File: config.mk
export PLATFORM = sky130hd
export DESIGN_NAME = cmd_lock_arbiter
export DESIGN_NICKNAME = d
export VERILOG_FILES = /design/src/rtl/cla_pkg.sv /design/src/rtl/cla_lock_ctrl.sv /design/src/rtl/cla_shadow_queue.sv /design/src/rtl/cmd_lock_arbiter.sv
export SDC_FILE = /design/constraint.sdc
export NUM_CORES = 2
export LEC_CHECK = 0
export ABC_AREA = 0
export CELL_PAD_IN_SITES_DETAIL_PLACEMENT = 0
export CELL_PAD_IN_SITES_GLOBAL_PLACEMENT = 1
export CORE_MARGIN = 2
export CORE_UTILIZATION = 27
export CTS_CLUSTER_SIZE = 12
export DETAILED_ROUTE_END_ITERATION = 12
export PLACE_DENSITY_LB_ADDON = 0.1
export SLEW_MARGIN = 20
export SYNTH_ARGS = -nofsm -noshare
export SYNTH_HDL_FRONTEND = slang
export SYNTH_SLANG_ARGS = --single-unit
File: constraint.sdc
create_clock -name clk_i -period 6.4 [get_ports clk_i]
set_clock_uncertainty 0.2 [all_clocks]
set_input_delay 1.28 -clock clk_i [delete_from_list [all_inputs] [get_ports clk_i]]
set_output_delay 1.28 -clock clk_i [all_outputs]
set_load 0.01 [all_outputs]
File: src/rtl/cla_pkg.sv
package cla_pkg;
  localparam int ADDR_W     = 3;
  localparam int NUM_FIELDS = 5;
  localparam logic [ADDR_W-1:0] ADDR_COMMIT = 3'd5;
  localparam logic [ADDR_W-1:0] ADDR_LOCK   = 3'd6;
  localparam logic [ADDR_W-1:0] ADDR_STAT   = 3'd7;
  localparam int CBUSY_BIT = 16;
  localparam int FLUSH_BIT = 17;
  localparam logic [2:0] CC_DONE    = 3'b000;
  localparam logic [2:0] CC_CLEARED = 3'b111;
endpackage

File: src/rtl/cla_lock_ctrl.sv
module cla_lock_ctrl #(
  parameter int PID_W = 4
) (
  input  logic             clk_i,
  input  logic             rst_ni,
  input  logic             lock_rd_i,
  input  logic             commit_wr_i,
  input  logic             cb_set_i,
  input  logic [PID_W-1:0] cb_pid_i,
  input  logic [PID_W-1:0] pid_i,
  input  logic             full_i,
  output logic             busy_o,
  output logic             owner_match_o,
  output logic             commit_o,
  output logic [2:0]       code_o
);
  import cla_pkg::*;

  logic             busy_q;
  logic [PID_W-1:0] owner_q;
  logic [2:0]       code_q;
  logic             grant, cb_ok;

  assign owner_match_o = busy_q && (pid_i == owner_q);
  assign grant    = lock_rd_i && !busy_q && !full_i;
  assign commit_o = commit_wr_i && owner_match_o;
  assign cb_ok    = cb_set_i && busy_q && (cb_pid_i == owner_q);

  always_ff @(posedge clk_i or negedge rst_ni) begin
    if (!rst_ni) begin
      busy_q  <= 1'b0;
      owner_q <= '0;
      code_q  <= CC_DONE;
    end else begin
      if (grant) begin
        busy_q  <= 1'b1;
        owner_q <= pid_i;
      end else if (commit_o) begin
        busy_q <= 1'b0;
        code_q <= CC_DONE;
      end else if (cb_ok) begin
        busy_q <= 1'b0;
        code_q <= CC_CLEARED;
      end
    end
  end

  assign busy_o = busy_q;
  assign code_o = code_q;

  AST_GRANT_SETS_OWNER: assert property (@(posedge clk_i) disable iff (!rst_ni)
    grant |=> (busy_q && owner_q == $past(pid_i)));
  AST_FULL_NO_GRANT: assert property (@(posedge clk_i) disable iff (!rst_ni)
    (lock_rd_i && full_i && !busy_q) |=> !busy_q);
  AST_BUSY_READ_KEEPS: assert property (@(posedge clk_i) disable iff (!rst_ni)
    (lock_rd_i && busy_q) |=> (busy_q && $stable(owner_q)));
  AST_MISMATCH_KEEPS: assert property (@(posedge clk_i) disable iff (!rst_ni)
    (cb_set_i && busy_q && cb_pid_i != owner_q && !commit_o) |=> (busy_q && $stable(owner_q)));
  AST_CB_CODE: assert property (@(posedge clk_i) disable iff (!rst_ni)
    (cb_ok && !commit_o) |=> (code_q == CC_CLEARED && !busy_q));
endmodule

File: src/rtl/cla_shadow_queue.sv
module cla_shadow_queue #(
  parameter int PAY_W = 192,
  parameter int PID_W = 4,
  parameter int DEPTH = 4
) (
  input  logic             clk_i,
  input  logic             rst_ni,
  input  logic             push_i,
  input  logic [PAY_W-1:0] push_data_i,
  input  logic [PID_W-1:0] push_pid_i,
  input  logic             flush_i,
  input  logic [PID_W-1:0] flush_pid_i,
  input  logic             ready_i,
  output logic             valid_o,
  output logic [PAY_W-1:0] head_data_o,
  output logic [PID_W-1:0] head_pid_o,
  output logic             full_o,
  output logic [$clog2(DEPTH+1)-1:0] count_o
);
  localparam int CNT_W = $clog2(DEPTH+1);
  localparam int IDX_W = (DEPTH > 1) ? $clog2(DEPTH) : 1;

  logic [PAY_W-1:0] data_q [DEPTH];
  logic [PID_W-1:0] pid_q  [DEPTH];
  logic [PAY_W-1:0] data_d [DEPTH];
  logic [PID_W-1:0] pid_d  [DEPTH];
  logic [CNT_W-1:0] cnt_q, cnt_d;
  logic             pop;

  assign pop = ready_i && (cnt_q != '0);

  // compact survivors toward the head, then append
  always_comb begin
    logic [CNT_W-1:0] n;
    n = '0;
    for (int i = 0; i < DEPTH; i++) begin
      data_d[i] = data_q[i];
      pid_d[i]  = pid_q[i];
    end
    for (int i = 0; i < DEPTH; i++) begin
      if ((CNT_W'(i) < cnt_q) && !(i == 0 && pop) && !(flush_i && pid_q[i] == flush_pid_i)) begin
        data_d[n[IDX_W-1:0]] = data_q[i];
        pid_d[n[IDX_W-1:0]]  = pid_q[i];
        n = n + 1'b1;
      end
    end
    if (push_i && n < CNT_W'(DEPTH)) begin
      data_d[n[IDX_W-1:0]] = push_data_i;
      pid_d[n[IDX_W-1:0]]  = push_pid_i;
      n = n + 1'b1;
    end
    cnt_d = n;
  end

  always_ff @(posedge clk_i or negedge rst_ni) begin
    if (!rst_ni) cnt_q <= '0;
    else         cnt_q <= cnt_d;
  end

  always_ff @(posedge clk_i) begin
    for (int i = 0; i < DEPTH; i++) begin
      data_q[i] <= data_d[i];
      pid_q[i]  <= pid_d[i];
    end
  end

  assign valid_o     = (cnt_q != '0);
  assign head_data_o = data_q[0];
  assign head_pid_o  = pid_q[0];
  assign full_o      = (cnt_q == CNT_W'(DEPTH));
  assign count_o     = cnt_q;

  AST_NO_OVERFLOW: assert property (@(posedge clk_i) disable iff (!rst_ni)
    push_i |-> (cnt_q < CNT_W'(DEPTH)));
  AST_POP_ONE: assert property (@(posedge clk_i) disable iff (!rst_ni)
    (pop && !push_i && !flush_i) |=> (cnt_q == $past(cnt_q) - 1'b1));
endmodule

File: src/rtl/cmd_lock_arbiter.sv
module cmd_lock_arbiter
  import cla_pkg::*;
#(
  parameter int DATA_W = 32,
  parameter int PID_W  = 4,
  parameter int DEPTH  = 4
) (
  input  logic                           clk_i,
  input  logic                           rst_ni,
  input  logic                           req_i,
  input  logic                           we_i,
  input  logic [2:0]                     addr_i,
  input  logic [DATA_W-1:0]              wdata_i,
  input  logic [PID_W-1:0]               pid_i,
  output logic [DATA_W-1:0]              rdata_o,
  input  logic                           err_i,
  output logic                           out_valid_o,
  input  logic                           out_ready_i,
  output logic [(NUM_FIELDS+1)*DATA_W-1:0] out_data_o,
  output logic [PID_W-1:0]               out_pid_o
);
  localparam int PAY_W = (NUM_FIELDS + 1) * DATA_W;
  localparam int CNT_W = $clog2(DEPTH + 1);

  logic              busy, owner_match, commit, full;
  logic [2:0]        code;
  logic              lock_rd, lock_wr, commit_wr, cb_set, flush;
  logic [PAY_W-1:0]  payload;
  logic [DATA_W-1:0] field_q [NUM_FIELDS];
  logic [CNT_W-1:0]  q_cnt;

  assign lock_rd   = req_i && !we_i && addr_i == ADDR_LOCK;
  assign lock_wr   = req_i && we_i && addr_i == ADDR_LOCK;
  assign commit_wr = req_i && we_i && addr_i == ADDR_COMMIT;
  assign cb_set    = lock_wr && wdata_i[CBUSY_BIT];
  assign flush     = lock_wr && wdata_i[FLUSH_BIT] && err_i;

  cla_lock_ctrl #(.PID_W(PID_W)) u_lock (
    .clk_i, .rst_ni,
    .lock_rd_i    (lock_rd),
    .commit_wr_i  (commit_wr),
    .cb_set_i     (cb_set),
    .cb_pid_i     (wdata_i[PID_W-1:0]),
    .pid_i        (pid_i),
    .full_i       (full),
    .busy_o       (busy),
    .owner_match_o(owner_match),
    .commit_o     (commit),
    .code_o       (code)
  );

  for (genvar g = 0; g < NUM_FIELDS; g++) begin : g_field
    always_ff @(posedge clk_i or negedge rst_ni) begin
      if (!rst_ni) field_q[g] <= '0;
      else if (req_i && we_i && addr_i == ADDR_W'(g) && owner_match) field_q[g] <= wdata_i;
    end
    assign payload[g*DATA_W +: DATA_W] = field_q[g];
  end
  assign payload[NUM_FIELDS*DATA_W +: DATA_W] = wdata_i;

  cla_shadow_queue #(.PAY_W(PAY_W), .PID_W(PID_W), .DEPTH(DEPTH)) u_queue (
    .clk_i, .rst_ni,
    .push_i     (commit),
    .push_data_i(payload),
    .push_pid_i (pid_i),
    .flush_i    (flush),
    .flush_pid_i(pid_i),
    .ready_i    (out_ready_i),
    .valid_o    (out_valid_o),
    .head_data_o(out_data_o),
    .head_pid_o (out_pid_o),
    .full_o     (full),
    .count_o    (q_cnt)
  );

  always_comb begin
    rdata_o = '0;
    if (req_i && !we_i) begin
      if (addr_i == ADDR_LOCK)      rdata_o[1:0] = {full, busy};
      else if (addr_i == ADDR_STAT) rdata_o[2:0] = code;
    end
  end

  AST_CB_KEEPS_QUEUE: assert property (@(posedge clk_i) disable iff (!rst_ni)
    (cb_set && !flush && !commit && !(out_valid_o && out_ready_i)) |=> (q_cnt == $past(q_cnt)));
  AST_FLUSH_GATED: assert property (@(posedge clk_i) disable iff (!rst_ni)
    (lock_wr && wdata_i[FLUSH_BIT] && !err_i && !(out_valid_o && out_ready_i)) |=> (q_cnt == $past(q_cnt)));
  AST_COMMIT_PUSHES: assert property (@(posedge clk_i) disable iff (!rst_ni)
    (commit && !out_ready_i) |=> (q_cnt == $past(q_cnt) + 1'b1 && !busy));
endmodule

==> results_dict.tcl <==
set metrics [dict create \
    top_layer_used "met5" \
    seqPwrFrac_pct 46.0 \
    post_cts_buffers 0 \
    fin_ws_ns 1.20 \
    drcViolationCount 0 \
    die_x_um 422 \
    pin_count 274 \
    cts_buffers 119 \
    slew_viol_final 0 \
    muxShareOfSynthArea_pct 32.0 \
    postCtsResizedCells 0 \
    cp.required_ns 6.80 \
    post_synth_fa_ha_maj_area_fraction_pct 0.291 \
    swShare_pct 23.7 \
    tns_ns 0 \
    ys_types 47 \
    clockPowerShare_pct 50.9 \
    period_share_pct 81.2 \
    overflow 0 \
    p_sw_mw 3.18 \
    ys_ff_latch 953 \
    power.density_nw_per_um2 239 \
    rsz0062_at_grt "no" \
    grt_pass1_wl_um 279000 \
    num_vias 37000 \
    synth_top_family_by_area "multiplexers" \
    cts-htree-levels 3 \
    cp_common_cell "ha_1" \
    final_layout_size_suffix_gt1_share_pct 32.4 \
    grt_use_total_pct 21.0 \
    dr_wl_met3_um 7260 \
    gp_congestion 0.769 \
    first_pass_iters 5 \
    worst_slew_pin_slew_ns 1.10 \
    combPwrFrac_pct 3.1 \
    cts_tree "yes" \
    synth_edf_count 0 \
    synth_xor_area_share_pct 0.500 \
    grt_max_degree 159 \
    peakVddDrop_mv 0.236 \
    insertion_delay_ns 0.73 \
    cap_violations 0 \
    ys_dominant_reg_cell "dfxtp_1" \
    finalSetupViolations 0 \
    first_global_vias 37800 \
    cp-end-kind "flop" \
    syn_avg_cell_area_um2 10.2 \
    root_buffer "clkbuf_16" \
    path_clk_slew_ns 0.06 \
    place_ws_ns 0.476 \
    synth_compound_area_share_pct 9.67 \
    core_area_um2 174000 \
    crit_chain "clkdlybuf4s50_1 > nand2b_1 > or3_1 > o22a_4 > ha_1 > xor2_1 > inv_1 > ha_1 > a211o_4 > nand4_4 > buf_12 > mux2_2" \
    area_delta_synth_final_pct 18.8 \
    yosysSeqAreaShare_pct 42.1 \
    async_flop_share_pct 17.7 \
    antenna_found_initial 20 \
    cts_hold_buf 0 \
    worstSetupPathType "in2reg" \
    rows 153 \
    dr_wl_met2_um 91900 \
    synth-simple-area-share_pct 10.9 \
    hold_violations 0 \
    wl_per_cell_um 26.9 \
    viasPerCell 5.20 \
    cp_num_buf_inv 3 \
    status "complete, no violations" \
    place.port_buffers 244 \
    intPower_mw 10.2 \
    yosysWarnings 0 \
    syn_inst 4634 \
    fmax_mhz 192 \
    cts.sinks 953 \
    start_util_pct 27.2 \
    p_leak_nw 24.0 \
    first_iter_violations 2467 \
    crit_slowest_cell "clkdlybuf4s50_1" \
    dpl.hpwl_um 104000 \
    hold_class "reg2reg" \
    drt_wl_total_um 192000 \
    relSlewSlack_pct 26.2 \
    cp-start-kind "primary input" \
    critPathArrivalTime_ns 5.60 \
    finalNetCount 4741 \
    met1_length_um 86700 \
    cts_buffer_depth 3 \
    cp_max_fo 85 \
    max_stage_delay_ns 0.61 \
    dieArea_um2 178000 \
    layout_min_cycle_time_ns 5.20 \
    die_y_um 422 \
    crit_family "buffers and inverters" \
    synth_area_um2 47300 \
    drtAntennaViolNets 0 \
]
Yosys cell counts, drive strengths merged, types with 4 or more instances:
master	count	area share [%]
clkbuf	301	2.4
ha	11	0.29
nor4	176	2.3
a31oi	196	2.6
o211ai	26	0.42
xor2	14	0.26
nor3	8	0.085
nand3	4	0.042
nand4	28	0.40
nor2	394	3.1
xnor2	13	0.24
a211oi	175	2.8
inv	13	0.10
mux2i	5	0.11
nand2	597	4.7
mux2	1338	32
o41ai	175	3.2
buf	162	2.0
dfxtp	784	33
a41oi	22	0.41
dfrtp	169	8.9
cells by family after synthesis:
kind of cell / Yosys count
buffers and inverters: 476
AO/OA/AOI/OAI: 606
flip-flops: 953
adder cells (fa/ha/maj): 11
XOR/XNOR: 27
multiplexers: 1343
other: 1
AND/OR/NAND/NOR: 1217
state kept, by name (all words and copies together), names as in the netlist:
name,flops
u_queue.data_q,768
u_lock.code_o,1
u_lock.busy_o,1
field_q,160
u_queue.pid_q,16
u_lock.owner_q,4
u_queue.count_o,3
through the flow:
step	cells	hold WS [ns]	total power [mW]	util, %	area (um^2)
4_1_cts	7116	0.320	13.6	32.3	56100
2_1_floorplan	4662	0.276	6.42	-	47400
5_1_grt	7119	0.372	13.9	32.3	56100
3_3_place_gp	6889	0.299	6.72	30.0	52200
3_5_place_dp	6889	0.308	6.72	30.0	52200
6_report	7124	0.313	13.4	32.3	56200
layout by cell type, fill, tap and decap left out, types with 3 or more instances in the layout:
master and count:
a41oi_1 22, a31oi_1 196, nor2_1 392, nand4_1 26, buf_2 3, a211oi_1 174, dfxtp_1 784, dfrtp_1 169
o211ai_1 25, xor2_1 14, mux2_1 120, clkbuf_8 37, conb_1 29, xnor2_1 13, clkbuf_16 123, buf_12 41
mux2i_1 5, nor3_1 7, clkbuf_1 40, clkinv_2 21, ha_1 11, o41ai_1 175, nand2_1 595, mux2_2 1218
inv_1 11, nand3_1 4, nor4_1 176, clkdlybuf4s50_1 240, diode_2 8, buf_4 80
tightest hold or removal path, delay by kind of cell, from the launching register on:
family / cells / cell delay [ns]
flip-flops: 1 / 0.32
AO/OA/AOI/OAI: 1 / 0.11
buffers and inverters: 1 / 0.05
layer usage:
| layer | track usage (%) | vias up |
|---|---|---|
| met1 | 27.4 | 18800 |
| met3 | 2.30 | 244 |
| met4 | 7.08 | 6 |
| met5 | 0 | - |
| li1 | - | 17100 |
| met2 | 35.8 | 856 |
area by class of cell:
| class | count | area [um^2] |
|---|---|---|
| Inverter | 13 | 63.8 |
| Timing Repair Buffer | 365 | 3850 |
| Tap cell | 2325 | 2910 |
| Antenna cell | 8 | 20.0 |
| Clock buffer | 200 | 3740 |
| Clock inverter | 27 | 215 |
| Sequential cell | 953 | 19900 |
| Fill cell | 17800 | 118000 |
| Multi-Input combinational cell | 3233 | 25400 |
power by group through the flow:
| stage | Combinational, mW | Sequential, mW | Clock (mW) |
|---|---|---|---|
| after floorplan | 0.171 | 6.24 | 0 |
| after global placement | 0.423 | 6.30 | 0 |
| after detailed placement | 0.424 | 6.30 | 0 |
| after CTS | 0.426 | 6.17 | 7.03 |
| after global routing | 0.440 | 6.19 | 7.26 |
| final | 0.410 | 6.17 | 6.83 |
final timing paths:
check | startpoint | endpoint | slack [ns] | cells past startpoint
setup / recovery | addr_i[1] | u_queue.data_q[1][187] | 1.20 | 12
hold reg to reg | u_lock.code_o[1] | u_lock.code_o[1] | 0.31 | 2
min in group asynchronous | rst_ni | field_q[55] | 0.37 | 1
hold / removal | u_lock.code_o[1] | u_lock.code_o[1] | 0.31 | 2
setup reg to reg | u_queue.pid_q[0][1] | u_queue.data_q[1][187] | 1.95 | 11
max in group asynchronous | rst_ni | field_q[107] | 4.20 | 2
Note: power is estimated with default switching activity, not from simulation.
